$ cat src/rtl/lis_pkg.sv
package lis_pkg;
  typedef enum logic [1:0] {
    PRIV_U   = 2'd0,
    PRIV_S   = 2'd1,
    PRIV_RSV = 2'd2,
    PRIV_M   = 2'd3
  } priv_e;

  localparam int unsigned VEC_W_DEF   = 16;
  localparam int unsigned CAUSE_W_DEF = 5;
  // guest software, timer and external lines
  localparam logic [15:0] GUEST_MASK_DEF = 16'h0444;
  // interrupt lines that exist; upper ones are ignored
  localparam logic [15:0] LIVE_MASK_DEF  = 16'h0FFF;
endpackage

$ cat src/rtl/lis_gate.sv
module lis_gate
  import lis_pkg::*;
#(
  parameter int unsigned   VEC_W      = VEC_W_DEF,
  parameter logic [VEC_W-1:0] GUEST_MASK = GUEST_MASK_DEF[VEC_W-1:0],
  parameter logic [VEC_W-1:0] LIVE_MASK  = LIVE_MASK_DEF[VEC_W-1:0]
) (
  input  logic [VEC_W-1:0] pend,
  input  logic [VEC_W-1:0] en,
  input  logic [VEC_W-1:0] deleg,
  input  logic [1:0]       priv,
  input  logic             m_ie,
  input  logic             s_ie,
  input  logic             hs_ie,
  input  logic             virt_on,
  output logic [VEC_W-1:0] host_vec,
  output logic [VEC_W-1:0] norm_vec
);
  logic [VEC_W-1:0] cand;
  logic [VEC_W-1:0] base;
  logic             m_open;
  logic             s_open;
  logic             host_open;
  priv_e            lvl;

  always_comb begin
    lvl       = priv_e'(priv);
    cand      = pend & en & LIVE_MASK;
    m_open    = (lvl != PRIV_M) || m_ie;
    s_open    = (lvl == PRIV_U) || ((lvl == PRIV_S) && s_ie);
    host_open = (lvl == PRIV_U) || ((lvl == PRIV_S) && hs_ie);
    if (virt_on) begin
      host_vec = cand & ~GUEST_MASK & {VEC_W{host_open}};
      base     = cand & GUEST_MASK;
    end else begin
      host_vec = '0;
      base     = cand & ~GUEST_MASK;
    end
    norm_vec = (base & ~deleg & {VEC_W{m_open}}) |
               (base &  deleg & {VEC_W{s_open}});
  end
endmodule

$ cat src/rtl/lis_lsb_pick.sv
module lis_lsb_pick #(
  parameter int unsigned W     = 16,
  parameter int unsigned IDX_W = (W > 1) ? $clog2(W) : 1
) (
  input  logic [W-1:0]     vec,
  output logic             found,
  output logic [IDX_W-1:0] idx
);
  logic [W-1:0] lowest;

  assign lowest = vec & (~vec + W'(1));
  assign found  = |vec;

  for (genvar b = 0; b < IDX_W; b++) begin : g_bit
    logic [W-1:0] sel;
    always_comb begin
      for (int i = 0; i < W; i++) sel[i] = ((i >> b) & 1) != 0;
    end
    assign idx[b] = |(lowest & sel);
  end
endmodule

$ cat src/rtl/local_irq_select.sv
module local_irq_select
  import lis_pkg::*;
#(
  parameter int unsigned      VEC_W      = VEC_W_DEF,
  parameter int unsigned      CAUSE_W    = CAUSE_W_DEF,
  parameter logic [VEC_W-1:0] GUEST_MASK = GUEST_MASK_DEF[VEC_W-1:0],
  parameter logic [VEC_W-1:0] LIVE_MASK  = LIVE_MASK_DEF[VEC_W-1:0]
) (
  input  logic               clk,
  input  logic               rst,
  input  logic [VEC_W-1:0]   pend_i,
  input  logic [VEC_W-1:0]   en_i,
  input  logic [VEC_W-1:0]   deleg_i,
  input  logic [1:0]         priv_i,
  input  logic               m_glob_ie_i,
  input  logic               s_glob_ie_i,
  input  logic               hs_s_glob_ie_i,
  input  logic               virt_on_i,
  output logic               irq_valid_o,
  output logic [CAUSE_W-1:0] irq_cause_o,
  output logic               force_hs_o
);
  localparam int unsigned IDX_W = (VEC_W > 1) ? $clog2(VEC_W) : 1;

  logic [VEC_W-1:0] host_vec;
  logic [VEC_W-1:0] norm_vec;
  logic             host_hit;
  logic             norm_hit;
  logic [IDX_W-1:0] host_idx;
  logic [IDX_W-1:0] norm_idx;
  logic             nxt_valid;
  logic             nxt_force;
  logic [CAUSE_W-1:0] nxt_cause;

  lis_gate #(
    .VEC_W(VEC_W), .GUEST_MASK(GUEST_MASK), .LIVE_MASK(LIVE_MASK)
  ) u_gate (
    .pend(pend_i), .en(en_i), .deleg(deleg_i), .priv(priv_i),
    .m_ie(m_glob_ie_i), .s_ie(s_glob_ie_i), .hs_ie(hs_s_glob_ie_i),
    .virt_on(virt_on_i), .host_vec(host_vec), .norm_vec(norm_vec)
  );

  lis_lsb_pick #(.W(VEC_W), .IDX_W(IDX_W)) u_pick_host (
    .vec(host_vec), .found(host_hit), .idx(host_idx)
  );

  lis_lsb_pick #(.W(VEC_W), .IDX_W(IDX_W)) u_pick_norm (
    .vec(norm_vec), .found(norm_hit), .idx(norm_idx)
  );

  always_comb begin
    nxt_valid = host_hit | norm_hit;
    nxt_force = host_hit;
    if (host_hit)      nxt_cause = CAUSE_W'(host_idx);
    else if (norm_hit) nxt_cause = CAUSE_W'(norm_idx);
    else               nxt_cause = '0;
  end

  always_ff @(posedge clk) begin
    if (rst) begin
      irq_valid_o <= 1'b0;
      force_hs_o  <= 1'b0;
      irq_cause_o <= '0;
    end else begin
      irq_valid_o <= nxt_valid;
      force_hs_o  <= nxt_force;
      irq_cause_o <= nxt_cause;
    end
  end
endmodule

$ cat config.mk
export PLATFORM = sky130hd
export DESIGN_NAME = local_irq_select
export DESIGN_NICKNAME = d
export VERILOG_FILES = /design/src/rtl/lis_pkg.sv /design/src/rtl/lis_gate.sv /design/src/rtl/lis_lsb_pick.sv /design/src/rtl/local_irq_select.sv
export SDC_FILE = /design/constraint.sdc
export NUM_CORES = 1
export LEC_CHECK = 0
export BUFFER_PORTS_ARGS = -buffer_cell sky130_fd_sc_hd__clkbuf_2
export CORE_UTILIZATION = 42
export CTS_BUF_LIST = sky130_fd_sc_hd__clkbuf_8
export DETAILED_ROUTE_END_ITERATION = 8
export PLACE_DENSITY = 0.89
export SETUP_SLACK_MARGIN = 0.5
export SYNTH_ARGS = -nofsm -noshare
export SYNTH_HDL_FRONTEND = slang
export SYNTH_SLANG_ARGS = --single-unit
$ cat constraint.sdc
create_clock -name clk -period 2.16 [get_ports clk]
set_clock_uncertainty 0.1 [all_clocks]
set_input_delay 0.324 -clock clk [delete_from_list [all_inputs] [get_ports clk]]
set_output_delay 0.324 -clock clk [all_outputs]
set_load 0.02 [all_outputs]
==> impl_metrics.ini <==
[floorplanning]
die_h_um = 48.1
design.core.area_um2 = 1980
die_width_um = 48.1
dieArea_um2 = 2320
rows = 16
ioPinCount = 63
initial_utilization_pct = 45.1

[global_route]
use_met2_pct = 55.1
track_usage_pct = 26.9
grt_overflow = 0
use_met1_pct = 28.1
grt_pass1_vias = 1150
grt_start_max_net_pins = 14
grt_busiest_layer = met2
gr-usage-met3_pct = 4.81
antenna_found_initial = 0
grt_pass1_wl_um = 4490

[power_and_ir_drop]
leakage_nw = 0.629
cellPowerDensity_nw_per_um2 = 420
power.internal_uw = 368
p_sw_share_pct = 35.4
ir_worst_vdd_mv = 0.545
power_switching_uw = 202
p_comb_share_pct = 48.4
seqPwrFrac_pct = 22.0
p_clk_share_pct = 29.6

[synthesis]
seq_area_frac_synth_pct = 13.4
synth_flop_cell = dfxtp_1
async_flop_share_pct = 0
synth.distinct_cells = 53
synth_area_um2 = 893
synth.ff_latch_count = 6
synth_cells = 119
avgSynthCellArea_um2 = 7.51
syn_nets = 175
yosysWarnings = 0
synth_enable_flop_cells = 0

[final_layout]
fin_nets = 237
multi_input_area_um2 = 774
area_growth_pct = 51.7
drive_gt1_share_pct = 47.5
seqCellArea_um2 = 120
fin_cells = 206
antenna_cells = 0
fillers = 154
utilization_pct = 68.4

[routing]
first_iter_violations = 83
route.detailed.drc = 0
vias = 1332
drtAntennaViolNets = 0
dr.pass1.iters = 5
vias_per_cell = 6.47
wl_um = 3420
wl_per_cell_um = 16.6

[clock_tree]
cts_num_sinks = 6
cts-htree-levels = 1
cts.path.max_buffers = 2
cts_hold_buf = 0
cts_tree = yes
cts_made_buffers = 3
clockRootBuffer = clkbuf_8
clkSlewWorstSetupHoldPaths_ps = 40

[timing]
finalSetupViolations = 0
period_share_pct = 91.9
slew_viol_final = 0
fmax_mhz = 504
fin_crit_ps = 1990
rsz0062_at_grt = true
maxSlewHeadroom_pct = 63.1
setup_tns_ps = 0
worst_pin_slew_ps = 553
hold_violations = 0

[setup_path]
cp-start-kind = input port
endpoint = irq_cause_o[0]
cp.required_ps = 2210
critPathCaptureType = flop
cp.arrival_ps = 2030
cp_max_fo = 6
critPathKind = input port to flop
startpoint = priv_i[0]

[placed_design]
gp_congestion = 0.954
dp.cells = 197
hpwlAfterDp_um = 2470
port-buffer-count = 49

[hold_path]
worstHoldPathType = input port to flop

[flow_run]
maxCapViolCount = 0

[run_status]
status = completed
## worst max-delay path, stage by stage
cell,delay (ps)
buf_4,130
and2b_2,240
a211oi_1,470
nand2_1,110
o31ai_1,440
a2bb2oi_1,150
a21oi_1,170
## timing repair
action / in CTS / in global routing
setup buffers: 4 / 2
setup endpoints to repair: 5 / 5
resized for setup: 8 / 16
pin swaps: 9 / 4
## how the worst min path moves through the flow
stage | endpoint | slack [ps] | startpoint | cells past startpoint
4_1_cts | irq_cause_o[2] | 270 | rst | 2
3_5_place_dp | irq_cause_o[1] | 490 | rst | 2
5_1_grt | irq_cause_o[2] | 280 | rst | 2
2_1_floorplan | irq_cause_o[1] | 290 | rst | 1
6_report | irq_cause_o[1] | 280 | rst | 2
3_3_place_gp | irq_cause_o[1] | 490 | rst | 2
## cell families after synthesis
kind of cell    synth area share (%)
other cells                    0.420
flops                           13.4
simple gates                    30.7
compound gates                  49.3
buf+inv                         6.16
## sequential cells by signal (all words and copies together) (netlist names)
name,count
irq_cause_o,4
force_hs_o,1
irq_valid_o,1
## placed cells by master (no fill, tap or decap), drive strengths merged, types with 2 or more instances in the layout
cell type	count
a2111o	2
a211oi	3
a21oi	9
a222oi	3
a22oi	2
a31oi	5
a32oi	2
and2	3
and3b	2
buf	15
clkbuf	49
dfxtp	6
inv	7
nand2	11
nand3	4
nand3b	2
nand4	2
nand4b	3
nor2	11
o21ai	7
o31ai	2
or4bb	2
## routing by layer
layer | vias to the layer above | wire length, um
met5 | - | 0
met4 | 0 | 119
met3 | 18 | 257
met2 | 100 | 1750
met1 | 606 | 1300
li1 | 608 | -
## through the flow
stage	hold slack, ps	setup slack, ps	area [um^2]	power [mW]
2_1_floorplan	290	276	897	0.257
3_3_place_gp	493	38.1	1190	0.345
3_5_place_dp	495	-69.1	1190	0.356
4_1_cts	268	308	1280	0.539
5_1_grt	285	168	1360	0.599
6_report	281	174	1360	0.569
## layout make-up
cell class,instances,area share (%)
multi-input cells,102,57.2
repair buffers,61,26.5
well taps,27,2.49
inverters,7,1.94
clock buffers,3,3.05
flip-flops and latches,6,8.86
## Yosys cell counts, types with 3 or more instances
cell type / count / area share, %
dfxtp_1: 6 / 13
a31oi_1: 5 / 3.5
nor2_1: 11 / 4.6
a222oi_1: 3 / 3.4
nand3_1: 4 / 2.2
o21ai_0: 6 / 3.4
a211oi_1: 3 / 2.5
a21oi_1: 8 / 4.5
inv_1: 7 / 2.9
and2_1: 3 / 2.1
nand4b_1: 3 / 2.9
nand2_1: 11 / 4.6
## power groups by stage
stage / registers, mW / logic [mW] / clock network, mW
2_1_floorplan: 0.140 / 0.117 / 0
3_3_place_gp: 0.126 / 0.220 / 0
3_5_place_dp: 0.126 / 0.229 / 0
4_1_cts: 0.125 / 0.243 / 0.171
5_1_grt: 0.126 / 0.294 / 0.179
6_report: 0.125 / 0.275 / 0.169
Power figures use the tool's default switching activity.
